<file path="src/rtl/kctl_pkg.sv">
`timescale 1ns/1ps
package kctl_pkg;
   localparam logic [1:0] RESP_OK = 2'b00;
   // word indices (byte offset / 4)
   localparam int WI_CTRL = 0;
   localparam int WI_GIE  = 1;
   localparam int WI_IER  = 2;
   localparam int WI_ISR  = 3;
   localparam int WI_ARG0 = 4;
   localparam int ARG_STEP = 2;
   // control word bit positions
   localparam int CB_START = 0;
   localparam int CB_DONE  = 1;
   localparam int CB_IDLE  = 2;
   localparam int CB_READY = 3;
   localparam int CB_AUTO  = 7;

   function automatic int arg_word(input int k);
      return WI_ARG0 + ARG_STEP * k;
   endfunction
endpackage

</file>
<file path="src/rtl/kctl_axil_wr.sv">
`timescale 1ns/1ps
module kctl_axil_wr #(
   parameter int ADDR_W = 6,
   parameter int DATA_W = 32,
   localparam int STRB_W = DATA_W / 8,
   localparam int IDX_W  = ADDR_W - 2
) (
   input  logic              clk,
   input  logic              rst_n,
   input  logic [ADDR_W-1:0] awaddr,
   input  logic              awvalid,
   output logic              awready,
   input  logic [DATA_W-1:0] wdata,
   input  logic [STRB_W-1:0] wstrb,
   input  logic              wvalid,
   output logic              wready,
   output logic [1:0]        bresp,
   output logic              bvalid,
   input  logic              bready,
   output logic              wr_fire,
   output logic [IDX_W-1:0]  wr_idx,
   output logic [DATA_W-1:0] wr_data,
   output logic [STRB_W-1:0] wr_strb
);
   logic              aw_held, w_held;
   logic [IDX_W-1:0]  idx_q;
   logic [DATA_W-1:0] data_q;
   logic [STRB_W-1:0] strb_q;
   logic              aw_hs, w_hs;

   assign awready = !aw_held && !bvalid;
   assign wready  = !w_held && !bvalid;
   assign aw_hs   = awvalid && awready;
   assign w_hs    = wvalid && wready;
   assign wr_fire = (aw_held || aw_hs) && (w_held || w_hs);
   assign wr_idx  = aw_held ? idx_q  : awaddr[ADDR_W-1:2];
   assign wr_data = w_held  ? data_q : wdata;
   assign wr_strb = w_held  ? strb_q : wstrb;
   assign bresp   = kctl_pkg::RESP_OK;

   always_ff @(posedge clk) begin
      if (!rst_n) begin
         aw_held <= 1'b0;
         w_held  <= 1'b0;
         bvalid  <= 1'b0;
         idx_q   <= '0;
         data_q  <= '0;
         strb_q  <= '0;
      end else begin
         if (wr_fire) begin
            aw_held <= 1'b0;
            w_held  <= 1'b0;
         end else begin
            if (aw_hs) begin
               aw_held <= 1'b1;
               idx_q   <= awaddr[ADDR_W-1:2];
            end
            if (w_hs) begin
               w_held <= 1'b1;
               data_q <= wdata;
               strb_q <= wstrb;
            end
         end
         if (bvalid && bready) bvalid <= 1'b0;
         if (wr_fire)          bvalid <= 1'b1;
      end
   end
endmodule

</file>
<file path="src/rtl/kctl_axil_rd.sv">
`timescale 1ns/1ps
module kctl_axil_rd #(
   parameter int ADDR_W = 6,
   parameter int DATA_W = 32,
   localparam int IDX_W = ADDR_W - 2
) (
   input  logic              clk,
   input  logic              rst_n,
   input  logic [ADDR_W-1:0] araddr,
   input  logic              arvalid,
   output logic              arready,
   output logic [DATA_W-1:0] rdata,
   output logic [1:0]        rresp,
   output logic              rvalid,
   input  logic              rready,
   output logic              rd_fire,
   output logic [IDX_W-1:0]  rd_idx,
   input  logic [DATA_W-1:0] rd_word
);
   assign arready = !rvalid;
   assign rd_fire = arvalid && arready;
   assign rd_idx  = araddr[ADDR_W-1:2];
   assign rresp   = kctl_pkg::RESP_OK;

   always_ff @(posedge clk) begin
      if (!rst_n) begin
         rvalid <= 1'b0;
         rdata  <= '0;
      end else if (rd_fire) begin
         rvalid <= 1'b1;
         rdata  <= rd_word;
      end else if (rready) begin
         rvalid <= 1'b0;
      end
   end
endmodule

</file>
<file path="src/rtl/kctl_hs_ctrl.sv">
`timescale 1ns/1ps
module kctl_hs_ctrl #(
   parameter int  IDX_W   = 4,
   parameter int  DATA_W  = 32,
   parameter bit  IRQ_REG = 1'b1,
   localparam int STRB_W  = DATA_W / 8
) (
   input  logic              clk,
   input  logic              rst_n,
   input  logic              wr_fire,
   input  logic [IDX_W-1:0]  wr_idx,
   input  logic [DATA_W-1:0] wr_data,
   input  logic [STRB_W-1:0] wr_strb,
   input  logic              rd_fire,
   input  logic [IDX_W-1:0]  rd_idx,
   input  logic              kern_done,
   input  logic              kern_ready,
   output logic              start_q,
   output logic              auto_q,
   output logic              done_q,
   output logic              gie_q,
   output logic [1:0]        ier_q,
   output logic [1:0]        isr_q,
   output logic              irq
);
   import kctl_pkg::*;
   logic       lo_wr;
   logic       wr_ctrl, wr_gie, wr_ier, wr_isr;
   logic [1:0] toggle, events;
   logic       irq_next;

   assign lo_wr   = wr_fire && wr_strb[0];
   assign wr_ctrl = lo_wr && (wr_idx == IDX_W'(WI_CTRL));
   assign wr_gie  = lo_wr && (wr_idx == IDX_W'(WI_GIE));
   assign wr_ier  = lo_wr && (wr_idx == IDX_W'(WI_IER));
   assign wr_isr  = lo_wr && (wr_idx == IDX_W'(WI_ISR));
   assign toggle  = wr_isr ? wr_data[1:0] : 2'b00;
   assign events  = ier_q & {kern_ready, kern_done};

   always_ff @(posedge clk) begin
      if (!rst_n) begin
         start_q <= 1'b0;
         auto_q  <= 1'b0;
         done_q  <= 1'b0;
         gie_q   <= 1'b0;
         ier_q   <= '0;
         isr_q   <= '0;
      end else begin
         if (wr_ctrl && wr_data[CB_START]) start_q <= 1'b1;
         else if (start_q && kern_ready)   start_q <= auto_q;
         if (wr_ctrl) auto_q <= wr_data[CB_AUTO];
         if (kern_done) done_q <= 1'b1;
         else if (rd_fire && rd_idx == IDX_W'(WI_CTRL)) done_q <= 1'b0;
         if (wr_gie) gie_q <= wr_data[0];
         if (wr_ier) ier_q <= wr_data[1:0];
         isr_q <= (isr_q ^ toggle) | events;
      end
   end

   assign irq_next = gie_q && (isr_q != 2'b00);

   generate
      if (IRQ_REG) begin : g_irq_ff
         always_ff @(posedge clk) begin
            if (!rst_n) irq <= 1'b0;
            else        irq <= irq_next;
         end
      end else begin : g_irq_comb
         assign irq = irq_next;
      end
   endgenerate
endmodule

</file>
<file path="src/rtl/kctl_regfile.sv">
`timescale 1ns/1ps
module kctl_regfile #(
   parameter int ADDR_W  = 6,
   parameter int DATA_W  = 32,
   parameter int N_ARG   = 4,
   parameter bit IRQ_REG = 1'b1,
   localparam int STRB_W = DATA_W / 8,
   localparam int IDX_W  = ADDR_W - 2
) (
   input  logic                    clk,
   input  logic                    rst_n,
   input  logic [ADDR_W-1:0]       s_awaddr,
   input  logic                    s_awvalid,
   output logic                    s_awready,
   input  logic [DATA_W-1:0]       s_wdata,
   input  logic [STRB_W-1:0]       s_wstrb,
   input  logic                    s_wvalid,
   output logic                    s_wready,
   output logic [1:0]              s_bresp,
   output logic                    s_bvalid,
   input  logic                    s_bready,
   input  logic [ADDR_W-1:0]       s_araddr,
   input  logic                    s_arvalid,
   output logic                    s_arready,
   output logic [DATA_W-1:0]       s_rdata,
   output logic [1:0]              s_rresp,
   output logic                    s_rvalid,
   input  logic                    s_rready,
   output logic                    kern_start,
   input  logic                    kern_done,
   input  logic                    kern_idle,
   input  logic                    kern_ready,
   output logic [N_ARG*DATA_W-1:0] arg_bus,
   output logic                    irq
);
   import kctl_pkg::*;

   generate
      if (DATA_W != 32) begin : g_bad_width
         $error("kctl_regfile: DATA_W must be 32");
      end
      if (N_ARG < 1 || arg_word(N_ARG - 1) >= (1 << IDX_W)) begin : g_bad_map
         $error("kctl_regfile: argument words do not fit the address space");
      end
   endgenerate

   logic              wr_fire, rd_fire;
   logic [IDX_W-1:0]  wr_idx, rd_idx;
   logic [DATA_W-1:0] wr_data, rd_word;
   logic [STRB_W-1:0] wr_strb;
   logic              start_q, auto_q, done_q, gie_q;
   logic [1:0]        ier_q, isr_q;
   logic [DATA_W-1:0] arg_q [N_ARG];

   kctl_axil_wr #(.ADDR_W(ADDR_W), .DATA_W(DATA_W)) i_wr (
      .clk(clk), .rst_n(rst_n),
      .awaddr(s_awaddr), .awvalid(s_awvalid), .awready(s_awready),
      .wdata(s_wdata), .wstrb(s_wstrb), .wvalid(s_wvalid), .wready(s_wready),
      .bresp(s_bresp), .bvalid(s_bvalid), .bready(s_bready),
      .wr_fire(wr_fire), .wr_idx(wr_idx), .wr_data(wr_data), .wr_strb(wr_strb)
   );

   kctl_axil_rd #(.ADDR_W(ADDR_W), .DATA_W(DATA_W)) i_rd (
      .clk(clk), .rst_n(rst_n),
      .araddr(s_araddr), .arvalid(s_arvalid), .arready(s_arready),
      .rdata(s_rdata), .rresp(s_rresp), .rvalid(s_rvalid), .rready(s_rready),
      .rd_fire(rd_fire), .rd_idx(rd_idx), .rd_word(rd_word)
   );

   kctl_hs_ctrl #(.IDX_W(IDX_W), .DATA_W(DATA_W), .IRQ_REG(IRQ_REG)) i_hs (
      .clk(clk), .rst_n(rst_n),
      .wr_fire(wr_fire), .wr_idx(wr_idx), .wr_data(wr_data), .wr_strb(wr_strb),
      .rd_fire(rd_fire), .rd_idx(rd_idx),
      .kern_done(kern_done), .kern_ready(kern_ready),
      .start_q(start_q), .auto_q(auto_q), .done_q(done_q), .gie_q(gie_q),
      .ier_q(ier_q), .isr_q(isr_q), .irq(irq)
   );

   assign kern_start = start_q;

   generate
      for (genvar k = 0; k < N_ARG; k++) begin : g_arg
         logic hit;
         assign hit = wr_fire && (wr_idx == IDX_W'(arg_word(k)));
         for (genvar b = 0; b < STRB_W; b++) begin : g_byte
            always_ff @(posedge clk) begin
               if (!rst_n)                 arg_q[k][8*b +: 8] <= '0;
               else if (hit && wr_strb[b]) arg_q[k][8*b +: 8] <= wr_data[8*b +: 8];
            end
         end
         assign arg_bus[DATA_W*k +: DATA_W] = arg_q[k];
      end
   endgenerate

   always_comb begin
      rd_word = '0;
      if (rd_idx == IDX_W'(WI_CTRL)) begin
         rd_word[CB_START] = start_q;
         rd_word[CB_DONE]  = done_q;
         rd_word[CB_IDLE]  = kern_idle;
         rd_word[CB_READY] = kern_ready;
         rd_word[CB_AUTO]  = auto_q;
      end else if (rd_idx == IDX_W'(WI_GIE)) begin
         rd_word[0] = gie_q;
      end else if (rd_idx == IDX_W'(WI_IER)) begin
         rd_word[1:0] = ier_q;
      end else if (rd_idx == IDX_W'(WI_ISR)) begin
         rd_word[1:0] = isr_q;
      end
      for (int k = 0; k < N_ARG; k++) begin
         if (rd_idx == IDX_W'(arg_word(k))) rd_word = arg_q[k];
      end
   end
endmodule

</file>
<file path="config.mk">
export PLATFORM = sky130hd
export DESIGN_NAME = kctl_regfile
export DESIGN_NICKNAME = d
export VERILOG_FILES = /design/src/rtl/kctl_pkg.sv /design/src/rtl/kctl_axil_wr.sv /design/src/rtl/kctl_axil_rd.sv /design/src/rtl/kctl_hs_ctrl.sv /design/src/rtl/kctl_regfile.sv
export SDC_FILE = /design/constraint.sdc
export NUM_CORES = 1
export LEC_CHECK = 0
export BUFFER_PORTS_ARGS = -buffer_cell sky130_fd_sc_hd__buf_2
export CAP_MARGIN = 5
export CORE_UTILIZATION = 48
export DETAILED_ROUTE_END_ITERATION = 8
export GPL_TIMING_DRIVEN = 1
export PLACE_DENSITY = 0.78
export SETUP_SLACK_MARGIN = 0.3
export SYNTH_ARGS = -nofsm -noshare
export SYNTH_HDL_FRONTEND = slang
export SYNTH_SLANG_ARGS = --single-unit
</file>
<file path="constraint.sdc">
create_clock -name clk -period 3 [get_ports clk]
set_input_delay 0.6 -clock clk [delete_from_list [all_inputs] [get_ports clk]]
set_output_delay 0.6 -clock clk [all_outputs]
set_load 0.005 [all_outputs]
</file>
==> impl_metrics.yaml <==
outcome:
  status: "finished, final reports clean"
pwr:
  p_sw_w: 0.001656
  p_leak_nw: 4.712
  combPwrFrac: 0.108
  powerDensity_mw_per_mm2: 589.1
  p_int_w: 0.005147
  power.share.clock: 0.404
  seqPwrFrac: 0.487
  swShare: 0.2435
  irDropWorstVdd_mv: 0.4561
sta:
  fmax_mhz: 414.9
  finalHoldViolations: 0
  tightest_slew_ps: 1074
  fin_crit_sh: 0.8034
  fin_setup_tns_ps: 0
  fin_crit_ps: 2410
  slew_viol_final: 0
  slew_headroom: 0.2818
  final-setup-viol-count: 0
  rsz0062_at_grt: "false"
  fin_worst_skew_ps: 12.57
synth:
  yosysMostFrequentCell: "nor2_1"
  yosys-top-cells-area: "edfxtp_1, dfxtp_1, nor2_1, mux2i_1, mux2_2"
  synthCells: 850
  avgSynthCellArea_um2: 10.95
  netlist_area_mm2: 0.009306
  synth_top_area_cell: "edfxtp_1"
  netlist-cell-type-count: 53
  synth-async-reset-ratio: 0
  synth_seq_cells: 213
  seq_area_frac_synth: 0.5959
  synth_warnings: 0
  synth.top_cells.by_count: "nor2_1, edfxtp_1, nand2_1, dfxtp_1"
  synth-main-ff-cell: "edfxtp_1"
  synth_top_area_frac: 0.4130
  synth_edf_count: 128
layout:
  nNetsFinal: 1131
  fin_cells: 1353
  final_layout_size_suffix_gt1_frac: 0.3055
  syn2layout_area_growth_pct: 24.09
  fill_cells: 1517
  utilization: 0.6133
route:
  avgViaCountPerCell: 5.599
  routed_wl_um: 26660
  drtAntennaViolNets: 0
  drc_errors: 0
  vias: 7576
  drtPass1Iterations: 5
  wire_per_inst_um: 19.71
  drt_iter0_drc: 540
clock_network:
  clock_latency_ps: 510
  cts_setup_buffers: 0
  numCtsBuffers: 23
  clkTransAtPathRegs_ps: 60
  cts_tree: "done"
  h-tree-depth: 1
  cts-root-buf: "clkbuf_16"
  cts_max_path_buffers: 3
  clock_sinks: 213
placed_design:
  globalplace.congestion: 0.8266
  portBuffers: 220
  dpl.cell_count: 1308
  dp_hpwl_um: 18560
worst_setup_path:
  r2r_end: "arg_q[2][16]$_SDFFCE_PN0P_"
  cp-end-kind: "flip-flop"
  r2r_cells: 5
  rrSetupSlack_ps: 590
  worst_r2r_startpoint: "i_wr.aw_held$_SDFFE_PP0P_"
  critical_path_class: "flip-flop to flip-flop"
  startpoint_type: "flip-flop"
  worstPathRequired_ps: 3210
  path_max_fanout: 18
  arrival_ps: 2620
hold_path:
  hold_end: "i_wr.data_q[4]$_SDFFE_PN0P_"
  hold_path.class: "primary input to flip-flop"
  hold_start: "s_wdata[4]"
  hold_depth: 3
job:
  drv_cap: 0
global_routing:
  grt_first_pass_wirelength_um: 40570
  first_global_vias: 7279
  grt_antenna_before_repair: 3
  grt_max_degree: 104
  gr-total-overflow: 0
  grt_use_total: 0.2673
floorplan:
  pin_count: 229
  rows: 50
  die_y_um: 141.2
  start_util: 0.4942
  die-area_mm2: 0.01995
  die_width_um: 141.2
  design.core.area_mm2: 0.01883
==> through the flow <==
step	hold WS, ps	area, um2	setup slack, ps	total power [W]
2_1_floorplan	434.5	9318	337.0	0.003777
3_3_place_gp	449.3	10810	541.2	0.004088
3_5_place_dp	457.3	10810	449.4	0.004105
4_1_cts	333.7	11540	447.9	0.006832
5_1_grt	339.7	11540	375.3	0.007026
6_report	349.4	11550	589.8	0.006803
==> critical path: stages, from the launching register on <==
cell and delay, ps:
dfxtp_1 650, or3b_2 520, a211oi_2 280, nand2_1 200, o21ai_0 230, buf_4 230
==> how the worst max path moves through the flow <==
stage | to | depth (start not counted) | from
finish | arg_q[2][16]$_SDFFCE_PN0P_ | 5 | i_wr.aw_held$_SDFFE_PP0P_
global route | arg_q[0][3]$_SDFFCE_PN0P_ | 4 | i_wr.aw_held$_SDFFE_PP0P_
CTS | arg_q[0][3]$_SDFFCE_PN0P_ | 4 | i_wr.aw_held$_SDFFE_PP0P_
detailed placement | arg_q[0][3]$_SDFFCE_PN0P_ | 4 | i_wr.aw_held$_SDFFE_PP0P_
global placement | arg_q[3][4]$_SDFFCE_PN0P_ | 6 | s_awaddr[2]
floorplan | arg_q[1][0]$_SDFFCE_PN0P_ | 4 | s_awaddr[2]
==> cell type report <==
| type | count | area (um2) | share of cell area |
|---|---|---|---|
| multi-input combinational | 579 | 3547 | 0.3071 |
| clock inverter | 9 | 100.1 | 0.008667 |
| tap | 260 | 325.3 | 0.02817 |
| clock buffer | 33 | 623.1 | 0.05395 |
| inverter | 6 | 22.52 | 0.001950 |
| timing repair buffer | 250 | 1376 | 0.1192 |
| antenna | 3 | 7.507 | 0.0006501 |
| sequential | 213 | 5547 | 0.4803 |
==> state kept, by name, summed over array words and instances (netlist names), 2 cells and up <==
signal,cells
i_hs.ier_q,2
i_rd.rdata,32
i_wr.idx_q,4
i_wr.data_q,32
arg_q,128
i_wr.strb_q,4
i_hs.isr_q,2
==> routing by layer <==
layer / vias to the layer above / wire length, um / share of wire / track usage
li1: 3536 / - / - / -
met1: 3632 / 10920 / 0.41 / 0.3427
met2: 353 / 12850 / 0.48 / 0.4541
met3: 55 / 2216 / 0.083 / 0.04891
met4: 0 / 683 / 0.026 / 0.09268
met5: - / 0 / 0 / 0
==> cell families (layout without fill, tap and decap cells) <==
family | after synthesis | in the layout | share of synthesized area
simple gates | 296 | 296 | 0.1389
flops | 213 | 213 | 0.5959
compound gates | 195 | 195 | 0.1420
mux | 84 | 84 | 0.09492
buf+inv | 61 | 298 | 0.02796
other cells | 1 | 7 | 0.0004029
==> layout by cell type, fill, tap and decap left out, drive strengths merged, types with 4 or more instances in the layout <==
master   count
clkbuf      33
mux2i       50
nor2       137
o21ai       50
inv          7
conb         4
nand2       91
a21oi       34
dfxtp       85
a2bb2oi     23
or3b         4
mux2        34
buf        250
a22oi       23
nor3        10
a222oi       4
nor2b        7
clkinv       5
a21boi      39
edfxtp     128
nand3b       5
nand3       22
==> power groups by stage <==
stage	combinational, W	sequential (W)	clock (W)
floorplan	0.000416	0.00336	0
global placement	0.000720	0.00337	0
detailed placement	0.000731	0.00337	0
CTS	0.000734	0.00331	0.00278
global route	0.000804	0.00333	0.00289
finish	0.000737	0.00332	0.00275
==> what timing repair did <==
action	CTS	global route
setup endpoints to repair	0	31
resized for setup	0	1
hold buffers	0	0
(Power assumes the default switching activity.)
